File: config.mk
export PLATFORM = sky130hd
export DESIGN_NAME = ivl_pulse_top
export DESIGN_NICKNAME = d
export VERILOG_FILES = /design/src/rtl/ivl_pulse_pkg.sv /design/src/rtl/ivl_pulse_lane.sv /design/src/rtl/ivl_pulse_top.sv
export SDC_FILE = /design/constraint.sdc
export NUM_CORES = 1
export LEC_CHECK = 0
export BUFFER_PORTS_ARGS = -buffer_cell sky130_fd_sc_hd__buf_2
export CORE_UTILIZATION = 44
export CTS_CLUSTER_SIZE = 40
export DETAILED_ROUTE_END_ITERATION = 6
export GPL_ROUTABILITY_DRIVEN = 1
export PLACE_DENSITY = 0.69
export SYNTH_ARGS = -nofsm -noshare
export SYNTH_HDL_FRONTEND = slang
export SYNTH_SLANG_ARGS = --single-unit
File: constraint.sdc
create_clock -name clk -period 3.4 [get_ports clk]
set_input_delay 0.51 -clock clk [delete_from_list [all_inputs] [get_ports clk]]
set_output_delay 0.51 -clock clk [all_outputs]
set_load 0.02 [all_outputs]
File: src/rtl/ivl_pulse_pkg.sv
package ivl_pulse_pkg;
  typedef enum logic {
    LANE_IDLE = 1'b0,
    LANE_RUN  = 1'b1
  } lane_state_e;
endpackage

File: src/rtl/ivl_pulse_lane.sv
module ivl_pulse_lane
  import ivl_pulse_pkg::*;
#(
  parameter int IVL_W = 32,
  parameter int INC_W = 8
) (
  input  logic             clk,
  input  logic             rst_n,
  input  logic             rearm_i,
  input  logic             start_i,
  input  logic             tick_i,
  input  logic [INC_W-1:0] inc_i,
  input  logic [IVL_W-1:0] ivl_i,
  output logic             fire_o,
  output logic             pulse_o
);
  localparam int PAD_W = IVL_W - INC_W;

  lane_state_e      st_q;
  logic [IVL_W-1:0] cnt_q;
  logic [IVL_W-1:0] inc_ext;
  logic             start_w;
  logic             run_tick_w;
  logic             under_w;

  function automatic logic is_under(input logic [IVL_W-1:0] c, input logic [IVL_W-1:0] s);
    return c < s;
  endfunction

  function automatic logic [IVL_W-1:0] next_count(input logic [IVL_W-1:0] c,
                                                  input logic [IVL_W-1:0] s,
                                                  input logic [IVL_W-1:0] ivl,
                                                  input logic             u);
    return u ? (c + ivl) : (c - s);
  endfunction

  assign inc_ext    = {{PAD_W{1'b0}}, inc_i};
  assign start_w    = (st_q == LANE_IDLE) && start_i && !rearm_i;
  assign run_tick_w = (st_q == LANE_RUN) && tick_i && !rearm_i;
  assign under_w    = is_under(cnt_q, inc_ext);
  assign fire_o     = start_w || (run_tick_w && under_w);

  always_ff @(posedge clk) begin
    if (!rst_n) begin
      st_q    <= LANE_IDLE;
      cnt_q   <= '0;
      pulse_o <= 1'b0;
    end else begin
      pulse_o <= fire_o;
      if (rearm_i) begin
        st_q <= LANE_IDLE;
      end else if (start_w) begin
        st_q  <= LANE_RUN;
        cnt_q <= ivl_i;
      end else if (run_tick_w) begin
        cnt_q <= next_count(cnt_q, inc_ext, ivl_i, under_w);
      end
    end
  end

  AST_IDLE_SILENT: assert property (@(posedge clk) disable iff (!rst_n)
    (st_q == LANE_IDLE && !start_i) |=> !pulse_o);
  AST_REARM_STOPS: assert property (@(posedge clk) disable iff (!rst_n)
    rearm_i |=> (st_q == LANE_IDLE && !pulse_o));
  AST_NO_TICK_HOLD: assert property (@(posedge clk) disable iff (!rst_n)
    (st_q == LANE_RUN && !tick_i && !rearm_i) |=> ($stable(cnt_q) && !pulse_o));
  AST_RUN_STICKY: assert property (@(posedge clk) disable iff (!rst_n)
    (st_q == LANE_RUN && !rearm_i) |=> st_q == LANE_RUN);
  AST_PULSE_CAUSE: assert property (@(posedge clk) disable iff (!rst_n)
    pulse_o |-> $past(start_i || tick_i));
endmodule

File: src/rtl/ivl_pulse_top.sv
module ivl_pulse_top #(
  parameter int IVL_W = 32,
  parameter int INC_W = 8
) (
  input  logic             clk,
  input  logic             rst_n,
  input  logic             rearm,
  input  logic             start_en,
  input  logic             tick,
  input  logic [INC_W-1:0] inc_ns,
  input  logic             alarm,
  input  logic [IVL_W-1:0] interval0,
  input  logic [IVL_W-1:0] interval1,
  output logic             pulse0,
  output logic             pulse1,
  output logic             pulse_evt
);
  localparam int N_LANE = 2;

  logic [IVL_W-1:0] ivl_w [N_LANE];
  logic [N_LANE-1:0] fire_w;
  logic [N_LANE-1:0] pulse_w;
  logic              start_w;
  logic              evt_q;

  assign ivl_w[0] = interval0;
  assign ivl_w[1] = interval1;
  assign start_w  = alarm || !start_en;

  for (genvar g = 0; g < N_LANE; g++) begin : g_lane
    ivl_pulse_lane #(.IVL_W(IVL_W), .INC_W(INC_W)) u_lane (
      .clk     (clk),
      .rst_n   (rst_n),
      .rearm_i (rearm),
      .start_i (start_w),
      .tick_i  (tick),
      .inc_i   (inc_ns),
      .ivl_i   (ivl_w[g]),
      .fire_o  (fire_w[g]),
      .pulse_o (pulse_w[g])
    );
  end

  always_ff @(posedge clk) begin
    if (!rst_n) evt_q <= 1'b0;
    else        evt_q <= fire_w[0];
  end

  assign pulse0    = pulse_w[0];
  assign pulse1    = pulse_w[1];
  assign pulse_evt = evt_q;

  AST_EVT_TRACKS: assert property (@(posedge clk) disable iff (!rst_n)
    pulse_evt == pulse0);
  AST_REARM_QUIET: assert property (@(posedge clk) disable iff (!rst_n)
    rearm |=> (!pulse0 && !pulse1 && !pulse_evt));
endmodule

# After elaboration in Yosys (flattened, before gate mapping)
# Cells that the tools add are included.
# totals
in_bits,78
elab_cells,42
ff_bits,68
output_inout_bits,3
# classes
addsub,4
n_reduce_logical,20
muxes,6
order_cmp,2
n_bitwise,4
# ops
operator,count
$mux 32,6
$add 32x32->32,2
$lt 32x8->1,2
$sub 32x8->32,2
$logic_and 1x1->1,10
$not 1->1,4
$reduce_and 2->1,2
$reduce_bool 2->1,2
$logic_or 1x1->1,3
$logic_not 1->1,2
$reduce_or 2->1,1

# Logic depth before layout (Yosys ltp)
# Gate-level depths: netlist of the first run.
# depth
depth_word,6
depth_mapped,13
ltp_nobuf,12

# Cells and area by module
# A second synthesis of the first run with hierarchy kept.
# unflattened
cells_unflattened,1107
area_unflattened_um2,8245.4
# modules_own_cells
module,cells_per_inst,seq_area_each_um2,area_per_inst_um2,instances
ivl_pulse_lane at g_lane[0].u_lane,549,680.7,4149.0,1
ivl_pulse_lane at g_lane[1].u_lane,555,680.7,4063.9,1
ivl_pulse_top,3,20.0,32.5,1

# Least setup slack after synthesis of the first run
# OpenSTA, ideal clock, no wires.
# synth_timing
path_kind,input-to-reg
start,input interval1[0]
end,register g_lane[1].u_lane.cnt_q[30]
n_path_buf,0
slack_ps,333
setup_time_ps,62
required_time_ps,3338
stages,10
t_arrival_ps,3005
path_cell_list,ha_1 -> fa_1 -> a21oi_1 -> o31ai_1 -> a32oi_1 -> o21ai_1 -> a221o_1 -> o311a_1 -> or4_1 -> nand3_1
# synth_via
elab_chain_len,4
# synth_rtl
item,line,source
"start, declared",ivl_pulse_top.sv:13,"input logic [IVL_W-1:0] interval1,"
$add 32x32->32,ivl_pulse_lane.sv:34,return u ? (c + ivl) : (c - s);
$mux 32,ivl_pulse_lane.sv:34,
$mux 32,ivl_pulse_lane.sv:55,end else if (run_tick_w) begin
$mux 32,ivl_pulse_lane.sv:52,end else if (start_w) begin
"end signal, assigned",ivl_pulse_lane.sv:54,cnt_q <= ivl_i;
"end signal, assigned",ivl_pulse_lane.sv:56,"cnt_q <= next_count(cnt_q, inc_ext, ivl_i, under_w);"
"end, declared",ivl_pulse_lane.sv:20,logic [IVL_W-1:0] cnt_q;
# No other way between the ends. The select of a mux whose other input is x is not followed.
# A chain may end at the register's enable or synchronous reset.

# Worst setup path after layout of the first run
# layout_timing
start,register g_lane[1].u_lane.cnt_q[0]
end,register g_lane[1].u_lane.cnt_q[30]
# layout_via
elab_chain_len,4
elab_cells_between_ends,6
cone_classes,add/sub: 2; order compare: 1; mux: 3
# layout_rtl
item,line
"$sub 32x8->32, or another cell as far along",ivl_pulse_lane.sv:34
$mux 32 (*),ivl_pulse_lane.sv:34
$mux 32 (*),ivl_pulse_lane.sv:55
$mux 32 (*),ivl_pulse_lane.sv:52
# Every way passes the cells marked *; elsewhere a longest branch is shown, timed or not. The select of a mux whose other input is x is not followed.

==> metrics.yaml, run 1 <==
sta:
  hold_viol_final: 0
  fin_ws_ns: 0.3268
  fin_skew_ns: 0.006862
  slew_viol_final: 0
  period_needed_ns: 3.073
  period_share_pct: 90.39
  tightest_slew_ns: 0.9456
  max_freq_mhz: 325.4
  fin_tns_setup_ns: 0
  maxSlewHeadroom_pct: 36.83
  setup_viol: 0
  rsz0062_at_grt: "false"
clocking:
  cts_resized: 0
  cts_tree: "yes"
  cts-root-buf: "clkbuf_16"
  cts_buffers: 9
  cts.reportedPaths.clkPinSlew_ns: 0.06
  clock-sinks: 68
  ctsLongestPathBuffers: 2
  cts_hold_buf: 0
  clk_latency_ns: 0.35
  post-cts-setup-buffer-count: 0
  h-tree-depth: 3
power_and_ir_drop:
  clock_power_share_pct: 26.7
  internal-power_uw: 2114
  peakVddDrop_v: 0.0002644
  power.share.combinational_pct: 45.8
  p_sw_share_pct: 39.62
  switchingPower_uw: 1387
  powerDensity_nw_per_um2: 382.9
  leakage_uw: 0.003924
  power_frac_seq_pct: 27.5
drt:
  drc: 0
  ant_nets: 0
  routedWlPerCell_um: 17.30
  first_pass_iters: 6
  wirelength_um: 24560
  viasPerCell: 6.161
  drtIter0Drc: 608
  via_count: 8749
logic_synthesis:
  syn-num-nets: 1262
  yosys_warnings: 0
  synth.avg_cell_area_um2: 7.303
  async_flop_share_pct: 0
  syn_inst: 1102
  yosys_register_bits: 68
  synth_area_um2: 8048
  synth.distinct_cells: 83
  synth-seq-area-share_pct: 16.92
  synth-edff-count: 0
  yosys_most_used_dff: "dfxtp_1"
grt:
  grt_pass1_wl_um: 39470
  grt_overflow: 0
  track_usage_pct: 26.40
  grt_pass1_vias: 7909
  grt_max_degree: 41
  antenna_found_initial: 0
layout:
  area_growth_pct: 13.63
  nNetsFinal: 1346
  stdcell_area_um2: 9145
  diodes: 0
  drive_gt1_share_pct: 13.43
  multi_input_area_um2: 6379
  seqCellArea_um2: 1361
  fillCellCount: 1796
floorplan:
  io-pin-count: 81
  rows: 49
  initial_core_util_pct: 44.80
  die_area_um2: 18830
  dieHeight_um: 137.2
  core_area_um2: 17960
  die_width_um: 137.2
place:
  io_buffers: 80
  gp_congestion: 0.9556
  dp_hpwl_um: 18750
  pre_cts_slack_ns: 0.03582
  dpl_cell_area_um2: 8862
setup_path:
  path_max_fanout: 4
  crit_type: "reg -> reg"
  crit_required_ns: 3.69
  cp-end-kind: "flip-flop"
  arrival_ns: 3.36
  cp-start-kind: "flip-flop"
status:
  status: "finished, final reports clean"
min_path:
  hold_path_class: "in -> reg"
run:
  cap_violations: 0
==> cell usage in the layout, fill, tap and decap left out, drive strengths merged, types with 4 or more instances in the layout <==
master,instances
xor2,37
a22oi,14
o31a,6
or3,9
o2111ai,4
dfxtp,68
o21ai,85
ha,78
a211oi,25
buf,123
o311a,5
nand3,25
a21o,24
o21a,15
or2,7
nor3,30
clkbuf,15
a221oi,10
a211o,5
nor2,100
nor2b,10
nor4,17
xnor2,47
o21bai,8
nand2b,17
a31oi,21
mux2i,4
and2,6
nand3b,4
or4,6
inv,30
o22ai,7
o41ai,5
nand4,6
nand2,98
fa,4
o31ai,13
o211ai,24
and3,9
a21oi,125
==> power groups by stage <==
stage          clock network [uW]  logic, uW  registers, uW
2_1_floorplan                   0       1180            950
3_3_place_gp                    0       1560            976
3_5_place_dp                    0       1570            977
4_1_cts                       956       1580            960
5_1_grt                       990       1780            973
6_report                      936       1600            962
==> flip-flops by register name, indices dropped and copies added (netlist names) <==
name and count:
g_lane.u_lane.cnt_q 64, g_lane.u_lane.st_q 2, g_lane.u_lane.pulse_o 2
==> cell type report <==
| class | instances | share of cell area (%) |
|---|---|---|
| flip-flops and latches | 68 | 14.89 |
| repair buffers | 123 | 7.908 |
| clock buffers | 15 | 3.037 |
| inverters | 30 | 1.231 |
| well taps | 229 | 3.133 |
| multi-input cells | 954 | 69.75 |
| clock inverters | 1 | 0.05473 |
==> worst max-delay path, cell delays in order (launching register included) <==
cell	delay [ns]
dfxtp_1	0.33
ha_1	0.23
fa_1	0.42
a21oi_1	0.22
o31ai_1	0.13
a32oi_1	0.17
buf_4	0.16
o21ai_1	0.13
a221o_1	0.37
o311a_1	0.31
or4_1	0.46
nand3_1	0.09
==> synth_stat cells (5+ instances only) <==
cell,instances,share of area (%)
o31ai_1,13,1.2
o211ai_1,23,2.1
dfxtp_1,68,17
o41ai_1,5,0.54
nand2_1,98,4.6
a221oi_1,10,1.1
a211oi_1,25,2.3
nor2b_1,10,0.78
a21o_1,24,2.2
or3_1,8,0.62
nand4_1,6,0.47
a22oi_1,14,1.3
o31a_1,6,0.65
inv_1,29,1.4
xor2_1,37,4.0
ha_1,78,12
and3_1,9,0.70
o311a_1,5,0.62
xnor2_1,47,5.1
o21bai_1,8,0.75
or2_2,7,0.54
nand3_1,25,1.6
a21oi_1,124,7.7
o21ai_0,83,5.2
and2_1,6,0.47
clkbuf_1,42,2.0
nand2b_1,16,1.2
a31oi_1,21,1.6
nor3_1,29,1.8
nor4_1,16,1.2
a211o_1,5,0.54
o22ai_1,7,0.54
o21a_1,15,1.4
nor2_1,99,4.6
==> kinds of logic after synthesis <==
| family | Yosys count | synth area share, % |
|---|---|---|
| buf+inv | 80 | 4.104 |
| mux | 4 | 0.4975 |
| compound gates | 429 | 34.47 |
| fa+ha+maj | 82 | 13.12 |
| xor+xnor | 84 | 9.142 |
| simple gates | 355 | 21.75 |
| flops | 68 | 16.92 |
==> layer usage <==
layer / vias up / global-route usage (%) / wire [um] / share of wire (%)
met2: 288 / 42.28 / 11040 / 45
met5: - / 0 / 0 / 0
met4: 0 / 7.875 / 535 / 2.2
met1: 4074 / 36.07 / 11520 / 47
li1: 4341 / - / - / -
met3: 46 / 4.415 / 1464 / 6.0
==> per-stage QoR <==
| stage | hold slack, ns | util [%] | std cells | power [uW] |
|---|---|---|---|---|
| 6_report | 0.4324 | 50.91 | 1420 | 3501 |
| 5_1_grt | 0.4511 | 50.91 | 1420 | 3739 |
| 4_1_cts | 0.4352 | 50.91 | 1420 | 3501 |
| 3_5_place_dp | 0.4737 | 49.33 | 1404 | 2551 |
| 3_3_place_gp | 0.4755 | 49.33 | 1404 | 2535 |
| 2_1_floorplan | 0.4524 | - | 1102 | 2129 |
==> final timing paths <==
check | startpoint | end | slack (ns) | cells after the start
min reg2reg | g_lane[0].u_lane.cnt_q[0]$_SDFFE_PN0P_ | g_lane[0].u_lane.cnt_q[0]$_SDFFE_PN0P_ | 0.48 | 2
max | g_lane[1].u_lane.cnt_q[0]$_SDFFE_PN0P_ | g_lane[1].u_lane.cnt_q[30]$_SDFFE_PN0P_ | 0.33 | 11
min | interval1[0] | g_lane[1].u_lane.cnt_q[0]$_SDFFE_PN0P_ | 0.43 | 3
max reg2reg | g_lane[1].u_lane.cnt_q[0]$_SDFFE_PN0P_ | g_lane[1].u_lane.cnt_q[30]$_SDFFE_PN0P_ | 0.33 | 11
Note: power is estimated with default switching activity, not from simulation.
==> run 2: changes to the inputs <==
ABC_AREA = 1   (was unset)
==> run 2 against run 1 <==
Against the previous run: worst hold slack gained 0.012 ns; die area rose by 27%; largest power group unchanged; fmax grew 19%; area after synthesis increased by 28%; first-iteration DRC count is 66% higher; count of clock-buffer cells in the layout down 3.
==> metrics.yaml, run 2 <==
status:
  status: "finished, final reports clean"
logic_synthesis:
  synth_commonest_cells: "nand2_1 (652), inv_1 (289), nor2_1 (163)"
  synth_area_um2: 10260
  async_flop_share_pct: 0
  synth_fa_ha_area_share_pct: 10.29
  yosys_warnings: 0
  yosys_most_used_dff: "dfxtp_1"
  synth_compound_area_share_pct: 14.64
  yosys.area.top_type: "nand2_1"
  synth-edff-count: 0
  syn-num-nets: 2048
  yosys_register_bits: 68
  synth-seq-area-share_pct: 13.26
  synth_top_area_share_pct: 23.84
  ys_top_cells_by_area: "nand2_1 (24%), dfxtp_1 (13%), inv_1 (11%)"
  synth.distinct_cells: 43
  yosysMostFrequentCell: "nand2_1"
  synth-simple-area-share_pct: 44.67
  synth_top_family_by_area: "simple AND/OR/NAND/NOR gates"
  synth.avg_cell_area_um2: 5.436
  synthMuxAreaShare_pct: 0
  synth_xor_area_share_pct: 4.437
  syn_inst: 1888
setup_path:
  critPathTopFamily: "simple AND/OR/NAND/NOR gates"
  cp-start-kind: "flip-flop"
  cp.buffers_inverters: 2
  crit_required_ns: 3.68
  r2r_setup_slack_ns: 0.82
  slowest_stage: "fa_1"
  cp_common_cell: "nand2_1"
  path_cells: "inv_1 > ha_1 > fa_1 > o21ai_2 > nand2_1 > nand2_2 > nor2_2 > nand2_2 > nand3_1 > nand2_1 > inv_1 > nand2_1 > nand2_1 > a21oi_1"
  path_max_fanout: 27
  crit_type: "reg -> reg"
  crit_path_end: "g_lane[0].u_lane.cnt_q[27]$_SDFFE_PN0P_"
  cp-end-kind: "flip-flop"
  timing.rr.start: "g_lane[0].u_lane.cnt_q[0]$_SDFFE_PN0P_"
  critPathLaunch: "g_lane[0].u_lane.cnt_q[0]$_SDFFE_PN0P_"
  r2r_cells: 14
  path_depth: 14
  r2r_end: "g_lane[0].u_lane.cnt_q[27]$_SDFFE_PN0P_"
  arrival_ns: 2.86
  max_stage_delay_ns: 0.43
clocking:
  h-tree-depth: 3
  cts_tree: "yes"
  post-cts-setup-buffer-count: 0
  cts-root-buf: "clkbuf_16"
  clk_latency_ns: 0.36
  cts_resized: 0
  cts_hold_buf: 0
  ctsLongestPathBuffers: 2
  cts_buffers: 9
  cts.reportedPaths.clkPinSlew_ns: 0.06
  clock-sinks: 68
sta:
  tightest_slew_ns: 0.8135
  hold_viol_final: 0
  fin_tns_setup_ns: 0
  setup_viol: 0
  max_freq_mhz: 387.1
  fin_ws_ns: 0.8169
  fin_skew_ns: 0.01235
  period_needed_ns: 2.583
  slew_viol_final: 0
  rsz0062_at_grt: "false"
  whs_ns: 0.4445
  period_share_pct: 75.97
  maxSlewHeadroom_pct: 45.27
layout:
  top_register: "g_lane.u_lane.cnt_q"
  fillCellCount: 2497
  largestRegisters: "g_lane.u_lane.cnt_q: 64 flops, g_lane.u_lane.pulse_o: 2 flops, g_lane.u_lane.st_q: 2 flops"
  drive_gt1_share_pct: 8.304
  final_cell_mix: "nand2_1 (652), inv_1 (289), nor2_1 (163)"
  largest_register_ffs: 64
  diodes: 0
  nNetsFinal: 2118
  area_growth_pct: 10.51
  final_common_cell: "nand2_1"
  multi_input_area_um2: 7610
  seqCellArea_um2: 1361
grt:
  grt_max_degree: 38
  grt_pass1_vias: 11247
  grt_overflow: 0
  antenna_found_initial: 0
  grt_pass1_wl_um: 58190
  track_usage_pct: 30.71
floorplan:
  initial_core_util_pct: 45.06
  io-pin-count: 81
  core_area_um2: 22780
  dieHeight_um: 154.7
  die_width_um: 154.7
  die_area_um2: 23940
  rows: 55
run:
  cap_violations: 0
power_and_ir_drop:
  peakVddDrop_v: 0.0002412
  powerDensity_nw_per_um2: 374.7
  leakage_uw: 0.006360
place:
  io_buffers: 80
  gp_congestion: 0.9901
  pre_cts_slack_ns: 0.5743
  dp_hpwl_um: 29740
drt:
  first_pass_iters: 5
  via_count: 12348
  wirelength_um: 36450
  drc: 0
  viasPerCell: 5.425
  drtIter0Drc: 1008
  ant_nets: 0
  routedWlPerCell_um: 16.01
min_path:
  hold_path_class: "in -> reg"
## run 2: where the power goes
group          internal, uW  switching (uW)
sequential              869             107
clock                   699             377
combinational           735            1460
total                  2300            1950
## run 2: cell type report
| cell class | count | share of cell area [%] |
|---|---|---|
| well taps | 313 | 3.453 |
| inverters | 297 | 9.829 |
| flip-flops and latches | 68 | 12.00 |
| repair buffers | 97 | 4.655 |
| multi-input cells | 1485 | 67.09 |
| clock buffers | 12 | 2.350 |
| clock inverters | 4 | 0.6178 |
## run 2: cell families after synthesis
logic type | after synthesis
and+or+nand+nor | 1081
xor gates and xnor gates | 52
AOI/OAI and AO/OA | 270
DFF | 68
buffers and inverters | 335
adders and majority gates | 82
## run 2: how the worst min path moves through the flow
stage	cells past startpoint	start	end
finish	3	interval1[7]	g_lane[1].u_lane.cnt_q[7]$_SDFFE_PN0P_
global route	3	interval1[7]	g_lane[1].u_lane.cnt_q[7]$_SDFFE_PN0P_
CTS	3	interval1[6]	g_lane[1].u_lane.cnt_q[6]$_SDFFE_PN0P_
detailed placement	2	g_lane[0].u_lane.cnt_q[0]$_SDFFE_PN0P_	g_lane[0].u_lane.cnt_q[0]$_SDFFE_PN0P_
global placement	2	g_lane[1].u_lane.cnt_q[0]$_SDFFE_PN0P_	g_lane[1].u_lane.cnt_q[0]$_SDFFE_PN0P_
floorplan	2	g_lane[0].u_lane.cnt_q[0]$_SDFFE_PN0P_	g_lane[0].u_lane.cnt_q[0]$_SDFFE_PN0P_
## run 2: worst register-to-register path, stage by stage (launching register included)
cell,delay [ns]
dfxtp_1,0.36
inv_1,0.06
ha_1,0.20
fa_1,0.43
o21ai_2,0.21
nand2_1,0.09
nand2_2,0.13
nor2_2,0.08
nand2_2,0.43
nand3_1,0.18
nand2_1,0.09
inv_1,0.05
nand2_1,0.06
nand2_1,0.05
a21oi_1,0.10
## run 2: routing by layer
layer	part of all wire [%]	GRT usage (%)	vias up	wire length [um]
li1	-	-	6168	-
met1	47	43.49	5629	17210
met2	43	48.85	494	15720
met3	7.6	3.642	57	2788
met4	2.0	8.251	0	734
met5	0	0	-	0
## run 2: through the flow
stage                     std cells  area (um2)  power (uW)  util [%]
after floorplan                1888       10260        2552         -
after detailed placement       2260       11010        3132     48.32
after CTS                      2276       11340        4208     49.79
final                          2276       11340        4250     49.79
after global routing           2276       11340        4563     49.79
after global placement         2260       11010        3114     48.32
==> run 3: changes to the inputs <==
ABC_AREA = 0   (was 1)
clock period = 2.6 ns   (was 3.4 ns; I/O delays follow)
==> run 3 against run 2 <==
Against the previous run: the run now ends with design-rule violations, negative setup slack left; final cell count is 26% lower; clock skew is 0.0054 ns lower; worst setup slack worse by 0.96 ns; sequential share of layout area decreased by 0.59 points; power increased by 35%; routed wire length down 17%; fmax shrank 5.9%; global-route usage decreased by 0.46 points; clock power up 28%; count of clock-buffer cells in the layout is the same; die area is 21% lower.
==> metrics.yaml, run 3 (synthesized netlist as in run 1, its figures left out) <==
floorplan:
  io-pin-count: 81
  dieHeight_um: 137.2
  rows: 49
  initial_core_util_pct: 44.80
  die_area_um2: 18830
  die_width_um: 137.2
  core_area_um2: 17960
clocking:
  ctsLongestPathBuffers: 2
  h-tree-depth: 3
  cts_tree: "yes"
  clk_latency_ns: 0.35
  cts-root-buf: "clkbuf_16"
  clock-sinks: 68
  cts_buffers: 9
  cts.reportedPaths.clkPinSlew_ns: 0.06
sta:
  slew_viol_final: 0
  fin_tns_setup_ns: -0.5497
  hold_viol_final: 0
  fin_ws_ns: -0.1441
  setup_viol: 9
  rsz0062_at_grt: "true"
  tightest_slew_ns: 0.7898
  whs_ns: 0.3306
  max_freq_mhz: 364.4
  fin_skew_ns: 0.006927
  maxSlewHeadroom_pct: 47.27
  period_needed_ns: 2.744
  period_share_pct: 105.5
place:
  dp_hpwl_um: 21400
  gp_congestion: 0.9558
  io_buffers: 80
  pre_cts_slack_ns: -0.4863
setup_path:
  path_max_fanout: 4
  critPathLaunch: "g_lane[0].u_lane.cnt_q[0]$_SDFFE_PN0P_"
  arrival_ns: 2.98
  timing.rr.start: "g_lane[0].u_lane.cnt_q[0]$_SDFFE_PN0P_"
  crit_required_ns: 2.84
  cp-start-kind: "flip-flop"
  crit_type: "reg -> reg"
  cp-end-kind: "flip-flop"
power_and_ir_drop:
  clock_power_share_pct: 24.0
  switchingPower_uw: 2233
  power.share.combinational_pct: 54.4
  peakVddDrop_v: 0.0003590
  internal-power_uw: 3507
  p_total_uw: 5740
  power_frac_seq_pct: 21.6
  p_sw_share_pct: 38.91
  leakage_uw: 0.005411
  powerDensity_nw_per_um2: 470.9
drt:
  viasPerCell: 6.090
  drc: 2
  first_pass_iters: 7
  drtIter0Drc: 950
  ant_nets: 0
  via_count: 10195
  wirelength_um: 30310
  routedWlPerCell_um: 18.11
layout:
  area_growth_pct: 51.46
  final_common_cell: "buf_4"
  nNetsFinal: 1599
  final_cell_mix: "buf_4 (279), a21oi_1 (109), nor2_1 (91)"
  drive_gt1_share_pct: 39.27
  top_register: "g_lane.u_lane.cnt_q"
  largestRegisters: "g_lane.u_lane.cnt_q: 64 flops, g_lane.u_lane.pulse_o: 2 flops, g_lane.u_lane.st_q: 2 flops"
  largest_register_ffs: 64
status:
  failed_checks: "design-rule violations, negative setup slack"
  status: "finished with violations"
grt:
  grt_max_degree: 38
  grt_overflow: 0
  track_usage_pct: 30.24
  antenna_found_initial: 1
  grt_pass1_vias: 9388
  grt_pass1_wl_um: 45150
min_path:
  hold_path_class: "in -> reg"
  hold_path.startpoint: "interval1[0]"
run:
  cap_violations: 0
==> run 3: critical path, stage by stage, from the launching register on <==
cell and delay [ns]:
dfxtp_4 0.36, ha_4 0.16, fa_2 0.36, a21o_1 0.23
a221oi_4 0.26, o21a_1 0.23, o311a_4 0.24, o211ai_1 0.09
a21oi_1 0.18, o21ai_1 0.12, xnor2_1 0.16, a311oi_1 0.25
==> run 3: worst paths after layout <==
path,cells past startpoint,slack [ns],endpoint
min,3,0.33,g_lane[1].u_lane.cnt_q[0]$_SDFFE_PN0P_
min reg2reg,2,0.50,g_lane[0].u_lane.cnt_q[0]$_SDFFE_PN0P_
max,11,-0.14,g_lane[0].u_lane.cnt_q[28]$_SDFFE_PN0P_
max reg2reg,11,-0.14,g_lane[0].u_lane.cnt_q[28]$_SDFFE_PN0P_
==> run 3: metal layers <==
metal | vias to the layer above | GRT usage, % | part of all wire (%)
met4 | 0 | 10.93 | 3.1
met2 | 466 | 50.25 | 47
met1 | 4777 | 40.65 | 43
met3 | 92 | 2.649 | 6.9
met5 | - | 0 | 0
li1 | 4860 | - | -
==> run 3: power by group through the flow <==
| stage | sequential (uW) | clock (uW) | combinational, uW |
|---|---|---|---|
| after floorplan | 1240 | 0 | 1570 |
| after detailed placement | 1250 | 0 | 2620 |
| after CTS | 1230 | 1380 | 2770 |
| after global placement | 1250 | 0 | 2570 |
| final | 1240 | 1380 | 3120 |
| after global routing | 1250 | 1420 | 3360 |
==> run 3: area by class of cell <==
class | count | area (um2)
Sequential cell | 68 | 1391
Inverter | 30 | 112.6
Clock buffer | 12 | 246.5
Clock inverter | 4 | 72.57
Fill cell | 1411 | 5774
Tap cell | 229 | 286.5
Multi-Input combinational cell | 954 | 7332
Antenna cell | 1 | 2.502
Timing Repair Buffer | 376 | 2745
==> run 3: timing repair <==
item,4_1_cts,5_1_grt
buffers inserted,10,15
hold buffers,0,0
cloned,2,0
pin swaps,47,73
setup endpoints to repair,52,56
resized for setup,70,146
==> run 3: through the flow <==
| stage | cell area [um2] | utilization, % | std cells |
|---|---|---|---|
| after floorplan | 8172 | - | 1102 |
| after global placement | 10730 | 59.75 | 1631 |
| after detailed placement | 10730 | 59.75 | 1631 |
| after CTS | 11430 | 63.66 | 1659 |
| after global routing | 12190 | 67.86 | 1674 |
| final | 12190 | 67.86 | 1674 |
